===== src/rtl/ibdep_pkg.sv =====
package ibdep_pkg;
    localparam int SRCS_PER_SLOT = 2;
    localparam int ZERO_REG      = 0;
endpackage


===== src/rtl/ibdep_producer_filter.sv =====
module ibdep_producer_filter #(
    parameter int N     = 4,
    parameter int REG_W = 5,
    localparam int CW   = (N > 1) ? $clog2(N) : 1
) (
    input  logic [N-1:0]       slot_valid,
    input  logic [N-1:0]       has_dst,
    input  logic [N*REG_W-1:0] dst_regs,
    input  logic [CW-1:0]      start_ofs,
    output logic [N-1:0]       is_prod
);
    import ibdep_pkg::*;

    for (genvar s = 0; s < N; s++) begin : g_slot
        logic writes_real;
        logic in_window;
        assign writes_real = has_dst[s] && (dst_regs[s*REG_W +: REG_W] != REG_W'(ZERO_REG));
        assign in_window   = (s >= int'(start_ofs));
        assign is_prod[s]  = slot_valid[s] && writes_real && in_window;
    end
endmodule


===== src/rtl/ibdep_finder.sv =====
module ibdep_finder #(
    parameter int N     = 4,
    parameter int REG_W = 5,
    parameter int SLOT  = 0,
    localparam int CW   = (N > 1) ? $clog2(N) : 1
) (
    input  logic               clk,
    input  logic               rst_n,
    input  logic               cons_valid,
    input  logic [N-1:0]       is_prod,
    input  logic [N*REG_W-1:0] dst_regs,
    input  logic [REG_W-1:0]   src_reg,
    output logic [CW-1:0]      code
);
    always_comb begin
        code = '0;
        if (cons_valid) begin
            for (int d = SLOT; d >= 1; d--) begin
                if (is_prod[SLOT-d] && (dst_regs[(SLOT-d)*REG_W +: REG_W] == src_reg))
                    code = CW'(d);
            end
        end
    end

    // a nonzero code must name an accepted producer writing this source
    assert_code_names_producer_R3: assert property (@(posedge clk) disable iff (!rst_n)
        (code != '0) |-> ((int'(code) <= SLOT) && is_prod[SLOT - int'(code)] &&
                          (dst_regs[(SLOT - int'(code))*REG_W +: REG_W] == src_reg)));
endmodule


===== src/rtl/intrablock_predecoder.sv =====
module intrablock_predecoder #(
    parameter int N     = 4,
    parameter int REG_W = 5,
    localparam int CW   = (N > 1) ? $clog2(N) : 1,
    localparam int NOPS = 2 * N
) (
    input  logic                 clk,
    input  logic                 rst_n,
    input  logic                 in_valid,
    input  logic [CW-1:0]        start_ofs,
    input  logic [N-1:0]         slot_valid,
    input  logic [N-1:0]         has_dst,
    input  logic [N*REG_W-1:0]   dst_regs,
    input  logic [NOPS*REG_W-1:0] src_regs,
    output logic                 out_valid,
    output logic [NOPS*CW-1:0]   dep_codes
);
    import ibdep_pkg::*;

    logic [N-1:0]       is_prod;
    logic [NOPS*CW-1:0] next_codes;

    ibdep_producer_filter #(.N(N), .REG_W(REG_W)) u_filter (
        .slot_valid (slot_valid),
        .has_dst    (has_dst),
        .dst_regs   (dst_regs),
        .start_ofs  (start_ofs),
        .is_prod    (is_prod)
    );

    for (genvar i = 0; i < N; i++) begin : g_cons
        for (genvar j = 0; j < SRCS_PER_SLOT; j++) begin : g_src
            localparam int OP = SRCS_PER_SLOT*i + j;
            ibdep_finder #(.N(N), .REG_W(REG_W), .SLOT(i)) u_find (
                .clk        (clk),
                .rst_n      (rst_n),
                .cons_valid (slot_valid[i]),
                .is_prod    (is_prod),
                .dst_regs   (dst_regs),
                .src_reg    (src_regs[OP*REG_W +: REG_W]),
                .code       (next_codes[OP*CW +: CW])
            );

            // no code may point at a slot before the start offset
            assert_ofs_respected_R6: assert property (@(posedge clk) disable iff (!rst_n)
                (next_codes[OP*CW +: CW] != '0) |->
                    ((i - int'(next_codes[OP*CW +: CW])) >= int'(start_ofs)));
        end

        // an invalid consumer slot leaves zero codes in the output
        assert_invalid_slot_zero_R5: assert property (@(posedge clk) disable iff (!rst_n)
            (in_valid && !slot_valid[i]) |=> (dep_codes[SRCS_PER_SLOT*i*CW +: SRCS_PER_SLOT*CW] == '0));
    end

    always_ff @(posedge clk) begin
        if (!rst_n) begin
            out_valid <= 1'b0;
            dep_codes <= '0;
        end else begin
            out_valid <= in_valid;
            if (in_valid)
                dep_codes <= next_codes;
        end
    end

    // the valid flag trails the input valid by one cycle
    assert_valid_follows_R2: assert property (@(posedge clk) disable iff (!rst_n)
        in_valid |=> out_valid);
    assert_idle_follows_R2: assert property (@(posedge clk) disable iff (!rst_n)
        !in_valid |=> !out_valid);
    // codes hold while no block is presented
    assert_hold_when_idle_R9: assert property (@(posedge clk) disable iff (!rst_n)
        !in_valid |=> $stable(dep_codes));
endmodule


===== config.mk =====
export PLATFORM = sky130hd
export DESIGN_NAME = intrablock_predecoder
export DESIGN_NICKNAME = d
export VERILOG_FILES = /design/src/rtl/ibdep_pkg.sv /design/src/rtl/ibdep_producer_filter.sv /design/src/rtl/ibdep_finder.sv /design/src/rtl/intrablock_predecoder.sv
export SDC_FILE = /design/constraint.sdc
export NUM_CORES = 1
export LEC_CHECK = 0
export CAP_MARGIN = 20
export CORE_ASPECT_RATIO = 1.5
export CORE_MARGIN = 1.5
export CORE_UTILIZATION = 35
export CTS_BUF_LIST = sky130_fd_sc_hd__clkbuf_8
export CTS_CLUSTER_SIZE = 40
export DETAILED_ROUTE_END_ITERATION = 16
export PLACE_DENSITY = 0.8
export SLEW_MARGIN = 10
export SYNTH_ARGS = -nofsm -noshare
export SYNTH_HDL_FRONTEND = slang
export SYNTH_SLANG_ARGS = --single-unit

===== constraint.sdc =====
create_clock -name clk -period 4.6 [get_ports clk]
set_clock_uncertainty 0.1 [all_clocks]
set_input_delay 0.92 -clock clk [delete_from_list [all_inputs] [get_ports clk]]
set_output_delay 0.92 -clock clk [all_outputs]
set_load 0.005 [all_outputs]

# Yosys cells after proc, flatten, opt, wreduce, memory -nomap -nowiden
# Index checks and enable logic that the tools add are counted.
# classes
n_eq_ne	12
magnitude_cmp	3
reduce_logical	24
n_mux	18
# ops
op	count
5-bit == test	12
2-bit two-way mux	16
1-bit logical AND	21
5-bit nonzero test	3
1-bit by 2-bit greater-or-equal comparator with 1-bit output, first input constant	2
2-bit greater-or-equal comparator, first input constant	1
1-bit two-way mux	2
# word_totals
elab_cells	59
reg_bits	13
in_bits	73
out_inout_bits	17

# Logic depth before layout (Yosys ltp)
# depth
word_depth	9
ltp_mapped	6
ltp_nobuf	5

# By module
# From an unflattened synthesis, not the netlist that was laid out.
# unflattened
hier_cells	174
hier_area_um2	1559.0
# modules_own_cells
mod	area_per_inst_um2	seq_area_each_um2	instances	cells_per_inst
intrablock_predecoder	643.1	340.3	1	53
ibdep_finder at g_cons[3].g_src[0].u_find ...	200.2	0.0	2	25
ibdep_finder at g_cons[2].g_src[0].u_find ...	126.4	0.0	2	16
ibdep_finder at g_cons[1].g_src[0].u_find ...	70.1	0.0	2	10
ibdep_producer_filter	85.1	0.0	1	13
ibdep_finder at g_cons[0].g_src[0].u_find ...	18.8	0.0	2	3

# Worst setup path before layout
# Ideal clock, no wire load.
# synth_path
kind	input-to-reg
from	input port dst_regs[7]
to	register dep_codes[12]
t_arrival_ns	2.195
required_ns	4.421
path_slack_ns	2.226
setup_time_ns	0.079
path_stages	6
path_buffers	1
path_cell_list	buf_2 or4_4 o21ai_4 nor4_2 o211a_1 a211oi_2
# synth_via
elab_chain_len	8
elab_cells_between_ends	9
classes_between	1 x eq/ne; 3 x mux; 5 x reduce/logical
# synth_lines
element	line	text
start: declaration	intrablock_predecoder.sv:13	input logic [N*REG_W-1:0] dst_regs,
5-bit nonzero test	ibdep_producer_filter.sv:17	assign writes_real = has_dst[s] && (dst_regs[s*REG_W +: REG_W] != REG_W'(ZERO_REG));
1-bit logical AND	ibdep_producer_filter.sv:17	
1-bit logical AND (2 in series)	ibdep_producer_filter.sv:19	assign is_prod[s] = slot_valid[s] && writes_real && in_window;
1-bit logical AND *	ibdep_finder.sv:19	if (is_prod[SLOT-d] && (dst_regs[(SLOT-d)*REG_W +: REG_W] == src_reg))
2-bit two-way mux * (2 in series)	ibdep_finder.sv:19	
2-bit two-way mux *	ibdep_finder.sv:17	if (cons_valid) begin
end signal: assignment	intrablock_predecoder.sv:62	dep_codes <= next_codes;
end: declaration	intrablock_predecoder.sv:16	output logic [NOPS*CW-1:0] dep_codes
# Mark *: on every way between the ends. The rest lies on a longest branch, timed or not.
# A chain may end at the register's enable or synchronous reset.

# Final worst setup path
# layout_path
from	input port dst_regs[8]
to	register dep_codes[14]
# Same word-level chain as after synthesis.

==> results.md <==
* R2R Path End: dep_codes[12]$_SDFFE_PN0P_
* Setup crit end kind: flip-flop
* Register area share after synthesis at between 10% and 20%
* Clock root buffer: clkbuf_8
* Die Y at slightly below 80 um
* DIE AREA at about 4100 um^2
* Slowest CP cell: or4_2
* Ys flop type: dfxtp_1
* Gpl congestion at between 0.7 and 0.8
* Ports at 90
* RSZ-0062 raised after global routing: no
* Post-DRT Antenna Nets at 0
* Critical path's largest stage delay at 0.70 ns
* Initial Util at roughly 37%
* Ys async rst share at 0%
* Post-CTS Setup Repair Bufs at 0
* CTS sink count at 11
* Number of synthesized flops with an enable pin at 0
* Crit start category: primary input
* Max-Cap Viols at 0
* Worst EP arrival at 2.71 ns
* DRC at 0
* Distinct cells, synth at 33
* Lkg Pwr at 0.698 nW
* Clock Path Buffers at 2
* Fmax achieved at between 300 and 400 MHz
* Detailed-router iteration count before antenna repair at 4
* Vias/cell at roughly 4.9
* Tmin final at approximately 2.7 ns
* Mapped Cells at around 160
* Share of the synthesized area in the top cell type at a little under a quarter
* Worst Hold Slack at approximately 0.36 ns
* Die X-Extent at about 53 um
* Register bit total from synthesis at 11
* Status: complete, no violations
* CP Max Fanout at 5
* # setup viols final at 0
* Resized Gates After CTS at 0
* # fillers at 346
* Post-Syn Area at between 1000 and 1500 um^2
* Synth Warn # at 0
* R2R setup slack at ~3.7 ns
* Post-layout net count at slightly below 300
* Largest net degree at the start of global routing at 14
* Total Neg Setup Slack at 0 ns
* Layout Utilization at 57.3%
* Mapped Avg Cell Area at 7.90 um^2
* Number of I/O port buffers at 67
* Leading area contributor after synthesis: xor2_1
* R2R cell count at 3
* Ratio of final minimum period to clock period at 58.6%
* Routed vias at 1293
* Main area contributors after synthesis: xor2_1, xnor2_1, dfxtp_1, nand3_1, buf_4
* CTS tree: built
* Number of CTS-inserted buffers at 3
* Worst Min Path Start: dep_codes[9]$_SDFFE_PN0P_
* Core area at 3450 um^2
* Routed wire length at approximately 3500 um
* Hold path endpoint: dep_codes[9]$_SDFFE_PN0P_
* Power Dens Cells at around 160 nW/um^2
* Seq. cell area at 220 um^2
* Min-Delay Path Class: reg -> reg
* Critical Path RT at between 4 and 5 ns
* Worst flop-to-flop path startpoint: dep_codes[12]$_SDFFE_PN0P_
* Clk slew on worst S/H paths at 0.05 ns
* Critical path class: in -> reg
* Vias in the first global route at ~1300
* Fin. max-slew vios at 0
* First-pass GRT wire length at 5780 um
* Most common library cells after synthesis: xor2_1, xnor2_1, dfxtp_1
* Final HPWL DP at between 3000 and 4000 um
* Initial antenna violation count at 0
* Initial drt markers at 16
* Worst skew pair latency at about 0.24 ns
* Ant diodes at 0
* Most instantiated library cell after synthesis: xor2_1
* Global route overflow at 0
* GRT Overall Usage at 18.3%
* Hold Path Cell Cnt at 2
* CP cell instances: clkdlybuf4s50_1 > or4_4 > o21ai_4 > or4_2 > nand2b_1 > a31oi_1
* Area occupied by multi-input gates at slightly below 1000 um^2
* Area growth syn-to-layout at 53.5%
* Post-CTS Hold Buffers at 0
* Final hold vios at 0
* H-tree depth at 1
* Core Rows at 26
* Layout cells sized above 1 at under 10%
* Peak VDD IR at roughly 0.11 mV
* Wire per inst at ~13 um
[power breakdown]
group	switching [mW]	internal, mW	leakage [nW]
Combinational	0.0550	0.0757	0.583
Sequential	0.000134	0.0960	0.0888
Clock	0.0371	0.0595	0.0255
Total	0.0923	0.231	0.698
[routing by layer]
| metal | routed length [um] | global-route usage, % |
|---|---|---|
| met1 | 1380 | 20.2 |
| met4 | 66 | 6.92 |
| met2 | 1880 | 33.9 |
| met3 | 172 | 1.75 |
| met5 | 0 | 0 |
[cells in the final DEF, fill, tap and decap left out, drive strengths merged, types with 3 or more instances in the layout]
cell type / synthesis / final
nand3: 10 / 10
xnor2: 26 / 26
xor2: 34 / 34
a21oi: 6 / 6
nand2: 10 / 10
dfxtp: 11 / 11
clkdlybuf4s50: 0 / 67
nor2: 7 / 7
nor4: 6 / 6
conb: 1 / 6
clkbuf: 6 / 3
nand2b: 5 / 5
nand4: 4 / 4
nor3: 7 / 7
[metrics by stage]
| step | worst slack, ns | power, mW | cells | instance area [um^2] |
|---|---|---|---|---|
| after floorplan | 2.23 | 0.167 | 168 | 1310 |
| after CTS | 1.91 | 0.326 | 264 | 1980 |
| after global routing | 1.82 | 0.339 | 264 | 1980 |
| final | 1.90 | 0.324 | 264 | 1980 |
| after global placement | 1.68 | 0.227 | 260 | 1930 |
| after detailed placement | 1.66 | 0.229 | 260 | 1930 |
[critical path, delay by kind of cell]
| family | cells | cell delay, ns |
|---|---|---|
| compound gates | 2 | 0.15 |
| buf+inv | 1 | 0.64 |
| simple gates | 3 | 1.00 |
[state kept, by name (all words and copies together), names as in the netlist]
signal / cells
out_valid: 1
dep_codes: 10
[area by class of cell]
cell class	count	area share, %
inverter	1	0.190
timing repair buffer	67	33.9
clock buffer	3	2.09
clock inverter	1	0.253
sequential	11	11.1
multi-input combinational	139	49.7
tap	42	2.66
[worst max-delay path by stage]
stage,startpoint,end
after floorplan,dst_regs[7],dep_codes[12]$_SDFFE_PN0P_
after global placement,dst_regs[8],dep_codes[15]$_SDFFE_PN0P_
after detailed placement,dst_regs[8],dep_codes[14]$_SDFFE_PN0P_
after CTS,dst_regs[8],dep_codes[14]$_SDFFE_PN0P_
after global routing,dst_regs[6],dep_codes[12]$_SDFFE_PN0P_
final,dst_regs[8],dep_codes[14]$_SDFFE_PN0P_
[logic make-up (layout without fill, tap and decap cells)]
kind of cell           Yosys count  after routing  synth area share [%]
other                            1              6                 0.291
AND/OR/NAND/NOR                 58             58                  25.1
AO/OA/AOI/OAI                   15             15                  8.75
flip-flops                      11             11                  17.1
buffers and inverters           18             72                  7.97
XOR/XNOR                        60             60                  40.8
Note: power is estimated with default switching activity, not from simulation.
